**config.mk**
```make
export PLATFORM = sky130hd
export DESIGN_NAME = sc_core
export DESIGN_NICKNAME = d
export VERILOG_FILES = /design/src/rtl/sc_pkg.sv /design/src/rtl/sc_decode.sv /design/src/rtl/sc_regfile.sv /design/src/rtl/sc_alu.sv /design/src/rtl/sc_core.sv
export SDC_FILE = /design/constraint.sdc
export NUM_CORES = 1
export LEC_CHECK = 0
export BUFFER_PORTS_ARGS = -buffer_cell sky130_fd_sc_hd__buf_2
export CAP_MARGIN = 20
export CORE_UTILIZATION = 62
export DETAILED_ROUTE_END_ITERATION = 7
export PLACE_DENSITY = 0.86
export SLEW_MARGIN = 5
export SYNTH_ARGS = -nofsm -noshare
export SYNTH_HDL_FRONTEND = slang
export SYNTH_SLANG_ARGS = --single-unit
export TNS_END_PERCENT = 20
```
**constraint.sdc**
```tcl
create_clock -name clk -period 8.8 [get_ports clk]
set_input_delay 1.76 -clock clk [delete_from_list [all_inputs] [get_ports clk]]
set_output_delay 1.76 -clock clk [all_outputs]
set_load 0.1 [all_outputs]
```
**src/rtl/sc_pkg.sv**
```systemverilog
// Shared encodings and control types for the single-cycle core.
// Assumes the fixed 32-bit instruction format with 5-bit register fields.
package sc_pkg;
    localparam int REG_AW = 5;

    localparam logic [5:0] OPC_REG   = 6'h00;
    localparam logic [5:0] OPC_ADDI  = 6'h08;
    localparam logic [5:0] OPC_ADDIU = 6'h09;
    localparam logic [5:0] OPC_SLTI  = 6'h0A;
    localparam logic [5:0] OPC_SLTIU = 6'h0B;
    localparam logic [5:0] OPC_ANDI  = 6'h0C;
    localparam logic [5:0] OPC_ORI   = 6'h0D;
    localparam logic [5:0] OPC_XORI  = 6'h0E;
    localparam logic [5:0] OPC_LOAD  = 6'h23;
    localparam logic [5:0] OPC_STORE = 6'h2B;

    localparam logic [5:0] FN_ADD  = 6'h20;
    localparam logic [5:0] FN_ADDU = 6'h21;
    localparam logic [5:0] FN_SUB  = 6'h22;
    localparam logic [5:0] FN_SUBU = 6'h23;
    localparam logic [5:0] FN_AND  = 6'h24;
    localparam logic [5:0] FN_OR   = 6'h25;
    localparam logic [5:0] FN_XOR  = 6'h26;
    localparam logic [5:0] FN_NOR  = 6'h27;
    localparam logic [5:0] FN_SLT  = 6'h2A;
    localparam logic [5:0] FN_SLTU = 6'h2B;

    typedef enum logic [2:0] {
        ALU_ADD, ALU_SUB, ALU_AND, ALU_OR,
        ALU_XOR, ALU_NOR, ALU_SLT, ALU_SLTU
    } alu_op_e;

    typedef struct packed {
        logic    reg_we;     // result goes to the register file
        logic    dst_rd;     // destination from bits 15..11 instead of 20..16
        logic    use_imm;    // ALU operand B is the extended immediate
        logic    imm_zext;   // zero-extend instead of sign-extend
        logic    from_mem;   // write-back value is the load data
        logic    mem_we;     // store to data memory
        alu_op_e alu_op;
    } ctrl_t;
endpackage

```
**src/rtl/sc_decode.sv**
```systemverilog
// Main control: turns opcode and function code into datapath selects.
// Assumes nothing about other instruction bits; unknown codes yield a no-op.
module sc_decode
    import sc_pkg::*;
(
    input  logic [5:0] opcode,
    input  logic [5:0] funct,
    output ctrl_t      ctrl
);
    // Decode one instruction class into its control word.
    always_comb begin
        ctrl = '{reg_we: 1'b0, dst_rd: 1'b0, use_imm: 1'b0, imm_zext: 1'b0,
                 from_mem: 1'b0, mem_we: 1'b0, alu_op: ALU_ADD};
        case (opcode)
            OPC_REG: begin
                ctrl.dst_rd = 1'b1;
                ctrl.reg_we = 1'b1;
                case (funct)
                    FN_ADD, FN_ADDU: ctrl.alu_op = ALU_ADD;
                    FN_SUB, FN_SUBU: ctrl.alu_op = ALU_SUB;
                    FN_AND:          ctrl.alu_op = ALU_AND;
                    FN_OR:           ctrl.alu_op = ALU_OR;
                    FN_XOR:          ctrl.alu_op = ALU_XOR;
                    FN_NOR:          ctrl.alu_op = ALU_NOR;
                    FN_SLT:          ctrl.alu_op = ALU_SLT;
                    FN_SLTU:         ctrl.alu_op = ALU_SLTU;
                    default:         ctrl.reg_we = 1'b0;
                endcase
            end
            OPC_ADDI, OPC_ADDIU: begin
                ctrl.reg_we = 1'b1; ctrl.use_imm = 1'b1; ctrl.alu_op = ALU_ADD;
            end
            OPC_SLTI: begin
                ctrl.reg_we = 1'b1; ctrl.use_imm = 1'b1; ctrl.alu_op = ALU_SLT;
            end
            OPC_SLTIU: begin
                ctrl.reg_we = 1'b1; ctrl.use_imm = 1'b1; ctrl.alu_op = ALU_SLTU;
            end
            OPC_ANDI: begin
                ctrl.reg_we = 1'b1; ctrl.use_imm = 1'b1; ctrl.imm_zext = 1'b1;
                ctrl.alu_op = ALU_AND;
            end
            OPC_ORI: begin
                ctrl.reg_we = 1'b1; ctrl.use_imm = 1'b1; ctrl.imm_zext = 1'b1;
                ctrl.alu_op = ALU_OR;
            end
            OPC_XORI: begin
                ctrl.reg_we = 1'b1; ctrl.use_imm = 1'b1; ctrl.imm_zext = 1'b1;
                ctrl.alu_op = ALU_XOR;
            end
            OPC_LOAD: begin
                ctrl.reg_we = 1'b1; ctrl.use_imm = 1'b1; ctrl.from_mem = 1'b1;
            end
            OPC_STORE: begin
                ctrl.mem_we = 1'b1; ctrl.use_imm = 1'b1;
            end
            default: ;
        endcase
    end
endmodule

```
**src/rtl/sc_regfile.sv**
```systemverilog
// Register file: two combinational read ports, one edge-triggered write port.
// Assumes entry 0 is hard-wired to zero; storage is not reset.
module sc_regfile #(
    parameter int XLEN  = 32,
    parameter int NREGS = 32,
    localparam int AW   = $clog2(NREGS)
) (
    input  logic            clk,
    input  logic [AW-1:0]   ra_idx,
    input  logic [AW-1:0]   rb_idx,
    output logic [XLEN-1:0] ra_val,
    output logic [XLEN-1:0] rb_val,
    input  logic            wr_en,
    input  logic [AW-1:0]   wr_idx,
    input  logic [XLEN-1:0] wr_val
);
    logic [XLEN-1:0] regs [NREGS];

    // Commit a write at the edge; entry 0 never changes.
    always_ff @(posedge clk) begin
        if (wr_en && wr_idx != '0) regs[wr_idx] <= wr_val;
    end

    // Combinational reads with entry 0 forced to zero.
    always_comb begin
        ra_val = (ra_idx == '0) ? '0 : regs[ra_idx];
        rb_val = (rb_idx == '0) ? '0 : regs[rb_idx];
    end
endmodule

```
**src/rtl/sc_alu.sv**
```systemverilog
// Integer ALU: add, subtract, bitwise ops and signed/unsigned set-less-than.
// Assumes wrap-around arithmetic; no overflow flag is produced.
module sc_alu
    import sc_pkg::*;
#(
    parameter int XLEN = 32
) (
    input  alu_op_e         op,
    input  logic [XLEN-1:0] a,
    input  logic [XLEN-1:0] b,
    output logic [XLEN-1:0] y
);
    // Select the result of the requested operation.
    always_comb begin
        case (op)
            ALU_ADD:  y = a + b;
            ALU_SUB:  y = a - b;
            ALU_AND:  y = a & b;
            ALU_OR:   y = a | b;
            ALU_XOR:  y = a ^ b;
            ALU_NOR:  y = ~(a | b);
            ALU_SLT:  y = XLEN'($signed(a) < $signed(b));
            ALU_SLTU: y = XLEN'(a < b);
            default:  y = '0;
        endcase
    end
endmodule

```
**src/rtl/sc_core.sv**
```systemverilog
// Single-cycle core top: PC, decode, register file, extender, ALU and muxes.
// Assumes both memories answer combinationally in the same cycle.
module sc_core
    import sc_pkg::*;
#(
    parameter int              XLEN     = 32,
    parameter int              NREGS    = 32,
    parameter logic [XLEN-1:0] RESET_PC = '0
) (
    input  logic            clk,
    input  logic            rst_n,
    output logic [XLEN-1:0] imem_addr,
    input  logic [XLEN-1:0] imem_data,
    output logic [XLEN-1:0] dmem_addr,
    output logic [XLEN-1:0] dmem_wdata,
    output logic            dmem_we,
    input  logic [XLEN-1:0] dmem_rdata
);
    localparam int IMM_W = 16;

    logic [XLEN-1:0]   pc_q;
    logic [5:0]        opcode, funct;
    logic [REG_AW-1:0] rs_idx, rt_idx, rd_idx, dst_idx;
    logic [IMM_W-1:0]  imm16;
    logic [XLEN-1:0]   rs_val, rt_val, imm_ext, alu_b, alu_y, wb_val;
    logic              rf_we;
    ctrl_t             ctrl;

    // Program counter: load the reset vector, otherwise step one word.
    always_ff @(posedge clk) begin
        if (!rst_n) pc_q <= RESET_PC;
        else        pc_q <= pc_q + XLEN'(4);
    end

    assign imem_addr = pc_q;

    // Split the fetched word into its fields.
    always_comb begin
        opcode = imem_data[31:26];
        rs_idx = imem_data[25:21];
        rt_idx = imem_data[20:16];
        rd_idx = imem_data[15:11];
        funct  = imem_data[5:0];
        imm16  = imem_data[15:0];
    end

    sc_decode u_decode (.opcode(opcode), .funct(funct), .ctrl(ctrl));

    sc_regfile #(.XLEN(XLEN), .NREGS(NREGS)) u_regfile (
        .clk(clk), .ra_idx(rs_idx), .rb_idx(rt_idx),
        .ra_val(rs_val), .rb_val(rt_val),
        .wr_en(rf_we), .wr_idx(dst_idx), .wr_val(wb_val)
    );

    // Extend the immediate and pick operand B, destination and write-back.
    always_comb begin
        imm_ext = ctrl.imm_zext ? {{(XLEN-IMM_W){1'b0}}, imm16}
                                : {{(XLEN-IMM_W){imm16[IMM_W-1]}}, imm16};
        alu_b   = ctrl.use_imm  ? imm_ext : rt_val;
        dst_idx = ctrl.dst_rd   ? rd_idx  : rt_idx;
        wb_val  = ctrl.from_mem ? dmem_rdata : alu_y;
    end

    sc_alu #(.XLEN(XLEN)) u_alu (.op(ctrl.alu_op), .a(rs_val), .b(alu_b), .y(alu_y));

    // Writes of either kind are held off while reset is asserted.
    assign rf_we      = ctrl.reg_we & rst_n;
    assign dmem_we    = ctrl.mem_we & rst_n;
    assign dmem_addr  = alu_y;
    assign dmem_wdata = rt_val;
endmodule

```
Word-level counts from Yosys, hierarchy flattened
Memory sizes are Yosys's and may differ from the RTL's. Index checks and enable logic that the tools add are counted.

Memories: 1. Flip-flop bits (word level): 32. Input bits: 66. Output and inout bits: 97. Word-level logic and storage cells: 68. Memory bits (writable): 1024.

Bitwise logic cells: 6. $add $sub $neg: 3. Equality and inequality tests: 26. Magnitude comparators: 2. Mux-type cells: 18. Reduce and logical (&&, ||, !) cells: 11.

Memories: u_regfile.regs (words 32, width 32, rd ports 2, clocked after memory_dff 0, wr ports 1, RTL line sc_regfile.sv:17) `logic [XLEN-1:0] regs [NREGS];`.

Operators by type and width (number): 32-bit one-hot mux with 8 select lines (1); 32-bit two-way mux (5); 6-bit equality test (second input constant) (12); 32-bit less-than comparator (2); 6-bit by 4-bit equality test with 1-bit output (second input constant) (7); 32-bit by 3-bit adder with 32-bit output (second input constant) (1); 32-bit adder (1); 32-bit AND (1); 32-bit inverter (1); 32-bit OR (1); 32-bit subtractor (1); 32-bit XOR (1); 3-bit one-hot mux with 7 select lines (1); 3-bit one-hot mux with 6 select lines (1); 3-bit equality test (second input constant) (4); 5-bit logical NOT (2); 10-bit OR reduction (1); 9-bit OR reduction (1); 1-bit two-way mux (8); 8-bit OR reduction (1); 3-bit by 2-bit equality test with 1-bit output (second input constant) (2); 6-bit logical NOT (1); 5-bit two-way mux (1); 5-bit nonzero test (1); other kinds (7) (8).

Logic depth before layout (Yosys ltp)
Depth in word-level cells: 9. Gate-level depth with buffers: 23.

Hierarchy
From an unflattened synthesis, not the netlist that was laid out.

Cell total of the unflattened synthesis: 3668. Area, all modules: 55650.9 µm².

By module, submodules not included: sc_regfile (times used 1, cells an instance 2564, area each 47929.7 µm², seq. area each 30749.5 µm²); sc_alu (times used 1, cells an instance 817, area each 5331.4 µm², seq. area each 0.0 µm²); sc_core (times used 1, cells an instance 252, area each 2164.6 µm², seq. area each 600.6 µm²); sc_decode (times used 1, cells an instance 35, area each 225.2 µm², seq. area each 0.0 µm²).

Least setup slack after synthesis
Ideal clock, no wire load.

Kind: input to output. Start point: input port imem_data[16]. End point: output port dmem_addr[2]. Setup slack: -2.205 ns. Arrival: 9.245 ns. Stages on the path: 14. Cell sequence: clkbuf_1 clkbuf_1 buf_1 nor2_1 and3b_1 clkbuf_1 clkbuf_1 nor2_1 mux2i_1 inv_1 ha_1 inv_1 fa_1 o311ai_0.

Elaborated cells between the ends (all ways): 11.

RTL lines: start: declaration (RTL line sc_core.sv:13) `input logic [XLEN-1:0] imem_data,`; memory 32 x 32 bit or 5-bit logical NOT (tied branches); 32-bit two-way mux * (RTL line sc_regfile.sv:27) `rb_val = (rb_idx == '0) ? '0 : regs[rb_idx];`; via dmem_wdata[0] (RTL line sc_core.sv:15) `output logic [XLEN-1:0] dmem_wdata,`; 32-bit two-way mux * (RTL line sc_core.sv:59) `alu_b = ctrl.use_imm ? imm_ext : rt_val;`; 32-bit subtractor or 32-bit adder (tied branches) (RTL line sc_alu.sv:17, sc_alu.sv:16); 32-bit one-hot mux with 8 select lines * (RTL line sc_alu.sv:15) `case (op)`; end: declaration (RTL line sc_core.sv:14) `output logic [XLEN-1:0] dmem_addr,`.

The timed path passes the listed nets; every way through them passes the cells marked *.

Worst setup path in the final report
Start point: input port imem_data[21]. End point: output port dmem_addr[31].

Word-level cells in the longest chain between the ends: 5. Elaborated cells between the ends (all ways): 10.

RTL lines: memory 32 x 32 bit or 5-bit logical NOT (tied branches); 32-bit two-way mux * (RTL line sc_regfile.sv:26) `ra_val = (ra_idx == '0) ? '0 : regs[ra_idx];`; branches (longest 2 deep; another with 32-bit subtractor); 32-bit one-hot mux with 8 select lines * (RTL line sc_alu.sv:15).

Mark *: on every way between the ends.

==> flow_metrics.env <==
export IMPL_status="complete, but fails checks"
export IMPL_violations="design-rule violations"
export IMPL_fin_tns_setup_ns=0
export IMPL_power_density_nw_per_um2=237
export IMPL_path_max_fanout=34
export IMPL_syn_to_final_growth_pct=15.9
export IMPL_clock_root_buffer="clkbuf_16"
export IMPL_period_minus_slack_ns=8.71
export IMPL_finalCritPeriodShare_pct=99.0
export IMPL_setup_viol=0
export IMPL_synth_edf_count=1024
export IMPL_clockBufferDepth=3
export IMPL_worst_setup_path_start_kind="input pin"
export IMPL_drv_cap=0
export IMPL_ys_async_sr_fraction_pct=0
export IMPL_die_w_um=300
export IMPL_yosysWarnings=0
export IMPL_drtIter0Drc=7408
export IMPL_slew_headroom_pct=19.8
export IMPL_critical_path_class="in2out"
export IMPL_hold_viol=0
export IMPL_clock_sinks=1054
export IMPL_grt_max_degree=56
export IMPL_htreeDepth=3
export IMPL_core_area_um2=87300
export IMPL_whs_endpoint="imem_addr[2]"
export IMPL_slew_violations=0
export IMPL_fin_area_um2=63800
export IMPL_synth_avg_cell_area_um2=17.4
export IMPL_r2r_start="u_regfile.regs[9][3]"
export IMPL_crit_start="imem_data[21]"
export IMPL_crit_chain="buf_12 -> buf_12 -> buf_12 -> mux4_2 -> mux4_2 -> nand2b_1 -> a21o_1 -> inv_1 -> ha_1 -> a21oi_1 -> o21ai_0 -> a21o_1 -> a21oi_1 -> a2bb2oi_1 -> o211ai_1 -> and4_1 -> nor4_1 -> o21ai_2 -> buf_12"
export IMPL_placedCellCount=4566
export IMPL_synthCells=3155
export IMPL_cpMostUsedCell="buf_12"
export IMPL_gp_congestion=1.02
export IMPL_required_ns=7.04
export IMPL_setup_worst_path_end_class="primary output"
export IMPL_dp_hpwl_mm=118
export IMPL_synthDominantCellAreaShare_pct=55.9
export IMPL_drive_above_1_share_pct=39.4
export IMPL_grt_pass1_vias=38800
export IMPL_hold_path_class="reg2reg"
export IMPL_fin_worst_skew_ns=0.0399
export IMPL_timing_rr_end="u_regfile.regs[15][21]"
export IMPL_reg2reg_depth=19
export IMPL_cp_top_family="compound AO/OA/AOI/OAI gates"
export IMPL_synth_area_top_cells="edfxtp_1, mux4_2, ha_1"
export IMPL_min_from="imem_addr[2]"
export IMPL_final_util_pct=73.1
export IMPL_cts_hold_fix_buffers=0
export IMPL_io_buffers=160
export IMPL_via_per_inst=8.19
export IMPL_cp_num_buf_inv=5
export IMPL_cts_setup_buffers=0
export IMPL_fill_cells=4838
export IMPL_vias=39000
export IMPL_num_rows=108
export IMPL_crit_slowest_cell="mux4_2"
export IMPL_worst_path_largest_cell_delay_ns=0.62
export IMPL_placed_area_um2=60000
export IMPL_overflow=0
export IMPL_cp_arrival_ns=6.95
export IMPL_grt_usage_pct=45.6
export IMPL_clock_latency_ns=0.71
export IMPL_layout_cells_non_filler=4765
export IMPL_ios=163
export IMPL_ir_worst_vdd_v=0.000304
export IMPL_cts_tree="yes"
export IMPL_drc_errors=13
export IMPL_rsz0062_at_grt="true"
export IMPL_ys_seq_area_share_pct=57.0
export IMPL_synth_area_um2=55000
export IMPL_final_nets=3689
export IMPL_clock_fmax_mhz=115
export IMPL_antenna_found_initial=7
export IMPL_synth_main_ff_cell="edfxtp_1"
export IMPL_drtAntennaViolNets=0
export IMPL_dieArea_um2=89900
export IMPL_drt_first_pass_iters=8
export IMPL_wirelength_mm=207
export IMPL_p_leak_uw=0.0218
export IMPL_floorplan_initialDensity_pct=63.0
export IMPL_synth_area_leader_cell="edfxtp_1"
export IMPL_grt_pass1_wl_mm=285
export IMPL_clk_pin_slew_ns=0.06
export IMPL_ys_ff_latch=1054
export IMPL_reg2reg_slack_ns=2.70
export IMPL_yosysUniqueCellTypes=112
export IMPL_worstMarginPinSlew_ns=1.20
export IMPL_wl_per_cell_um=43.4
export IMPL_die_y_um=300
export IMPL_hold_path_depth=1
export IMPL_cts_inserted_buffers=104
-- worst max path at each step --
stage	to	slack, ns	cells after the start
floorplan	dmem_addr[28]	-0.0007	18
global placement	dmem_addr[31]	-0.05	21
detailed placement	dmem_addr[28]	-0.07	20
CTS	dmem_addr[24]	0.003	20
global route	dmem_addr[31]	-0.04	19
finish	dmem_addr[31]	0.09	19
-- final cells by class --
class / instances / area [um2] / area share (%)
tap: 1155 / 1450 / 2.27
multi-input combinational: 1808 / 23100 / 36.2
antenna: 4 / 10.0 / 0.0157
sequential: 1054 / 31400 / 49.2
clock inverter: 63 / 718 / 1.13
inverter: 103 / 387 / 0.606
timing repair buffer: 451 / 4040 / 6.33
clock buffer: 127 / 2730 / 4.28
-- stage by stage --
step                setup WS (ns)  total power (uW)  hold slack (ns)
floorplan               -0.000671              8780            0.891
global placement          -0.0498             10100            0.454
detailed placement        -0.0693             10300            0.514
CTS                       0.00326             14900            0.535
global route              -0.0373             15300            0.570
finish                     0.0860             15100            0.545
-- report_power, final --
group,switching [uW],internal (uW),total [uW]
clock,2070,2630,4700
sequential,38.5,6220,6260
combinational,2820,1340,4160
-- Yosys cell counts, drive strengths merged, types with 30 or more instances --
library cell,number
clkbuf,108
edfxtp,1024
nor2,169
nand3,36
o21ai,59
and2,32
mux2i,49
dfxtp,30
mux4,640
a21o,48
xnor2,34
inv,102
nand2b,45
nand2,124
a21oi,108
ha,99
buf,114
-- cell families (layout without fill, tap and decap cells) --
group	count (synthesis)	after routing	synth area share (%)
XOR/XNOR	43	43	0.685
adder cells (fa/ha/maj)	101	101	2.32
AO/OA/AOI/OAI	405	405	5.19
flip-flops	1054	1054	57.0
buffers and inverters	326	744	2.57
other	1	38	0.00682
AND/OR/NAND/NOR	512	512	4.65
multiplexers	713	713	27.6
-- layout by cell type, fill, tap and decap left out, types with 21 or more instances in the layout --
master / n
ha_1: 97
nand3_1: 34
mux2_2: 22
nor2_4: 59
mux2i_1: 41
buf_12: 56
edfxtp_1: 1024
buf_4: 252
conb_1: 34
and2_1: 31
inv_1: 100
a21oi_1: 103
buf_2: 124
nor2_1: 104
nand2_1: 123
o21ai_0: 50
xnor2_1: 34
mux4_2: 640
a21o_1: 46
clkbuf_1: 21
dfxtp_1: 30
clkbuf_16: 110
nand2b_1: 45
-- per-layer routing --
| metal | track usage (%) | wire length (um) | vias to the layer above |
|---|---|---|---|
| met2 | 68.8 | 92100 | 4875 |
| li1 | - | - | 13900 |
| met5 | 0.370 | 80 | - |
| met3 | 16.2 | 35300 | 1295 |
| met4 | 30.4 | 18300 | 12 |
| met1 | 55.9 | 61100 | 18900 |
-- worst register-to-register path: stages, from the launching register on --
cell	delay, ns
edfxtp_1	0.54
mux4_2	0.57
mux4_2	0.49
mux2i_1	0.17
buf_4	0.20
nor2_4	0.07
a21oi_1	0.38
ha_1	0.29
nand2b_1	0.14
a21oi_1	0.11
nor4b_2	0.37
buf_4	0.19
o2111ai_1	0.22
a21oi_1	0.30
o41ai_1	0.10
a211o_1	0.31
and3_1	0.19
o31ai_4	0.29
buf_4	0.26
mux2_2	0.60
-- what timing repair did --
action,4_1_cts,5_1_grt
cloned,0,4
resized for setup,5,41
setup endpoints to repair,5,17
pin swaps,1,0
-- registers in the layout, indices dropped and copies added (netlist names) --
name / flops
imem_addr: 30
u_regfile.regs: 1024
(Power assumes the default switching activity.)
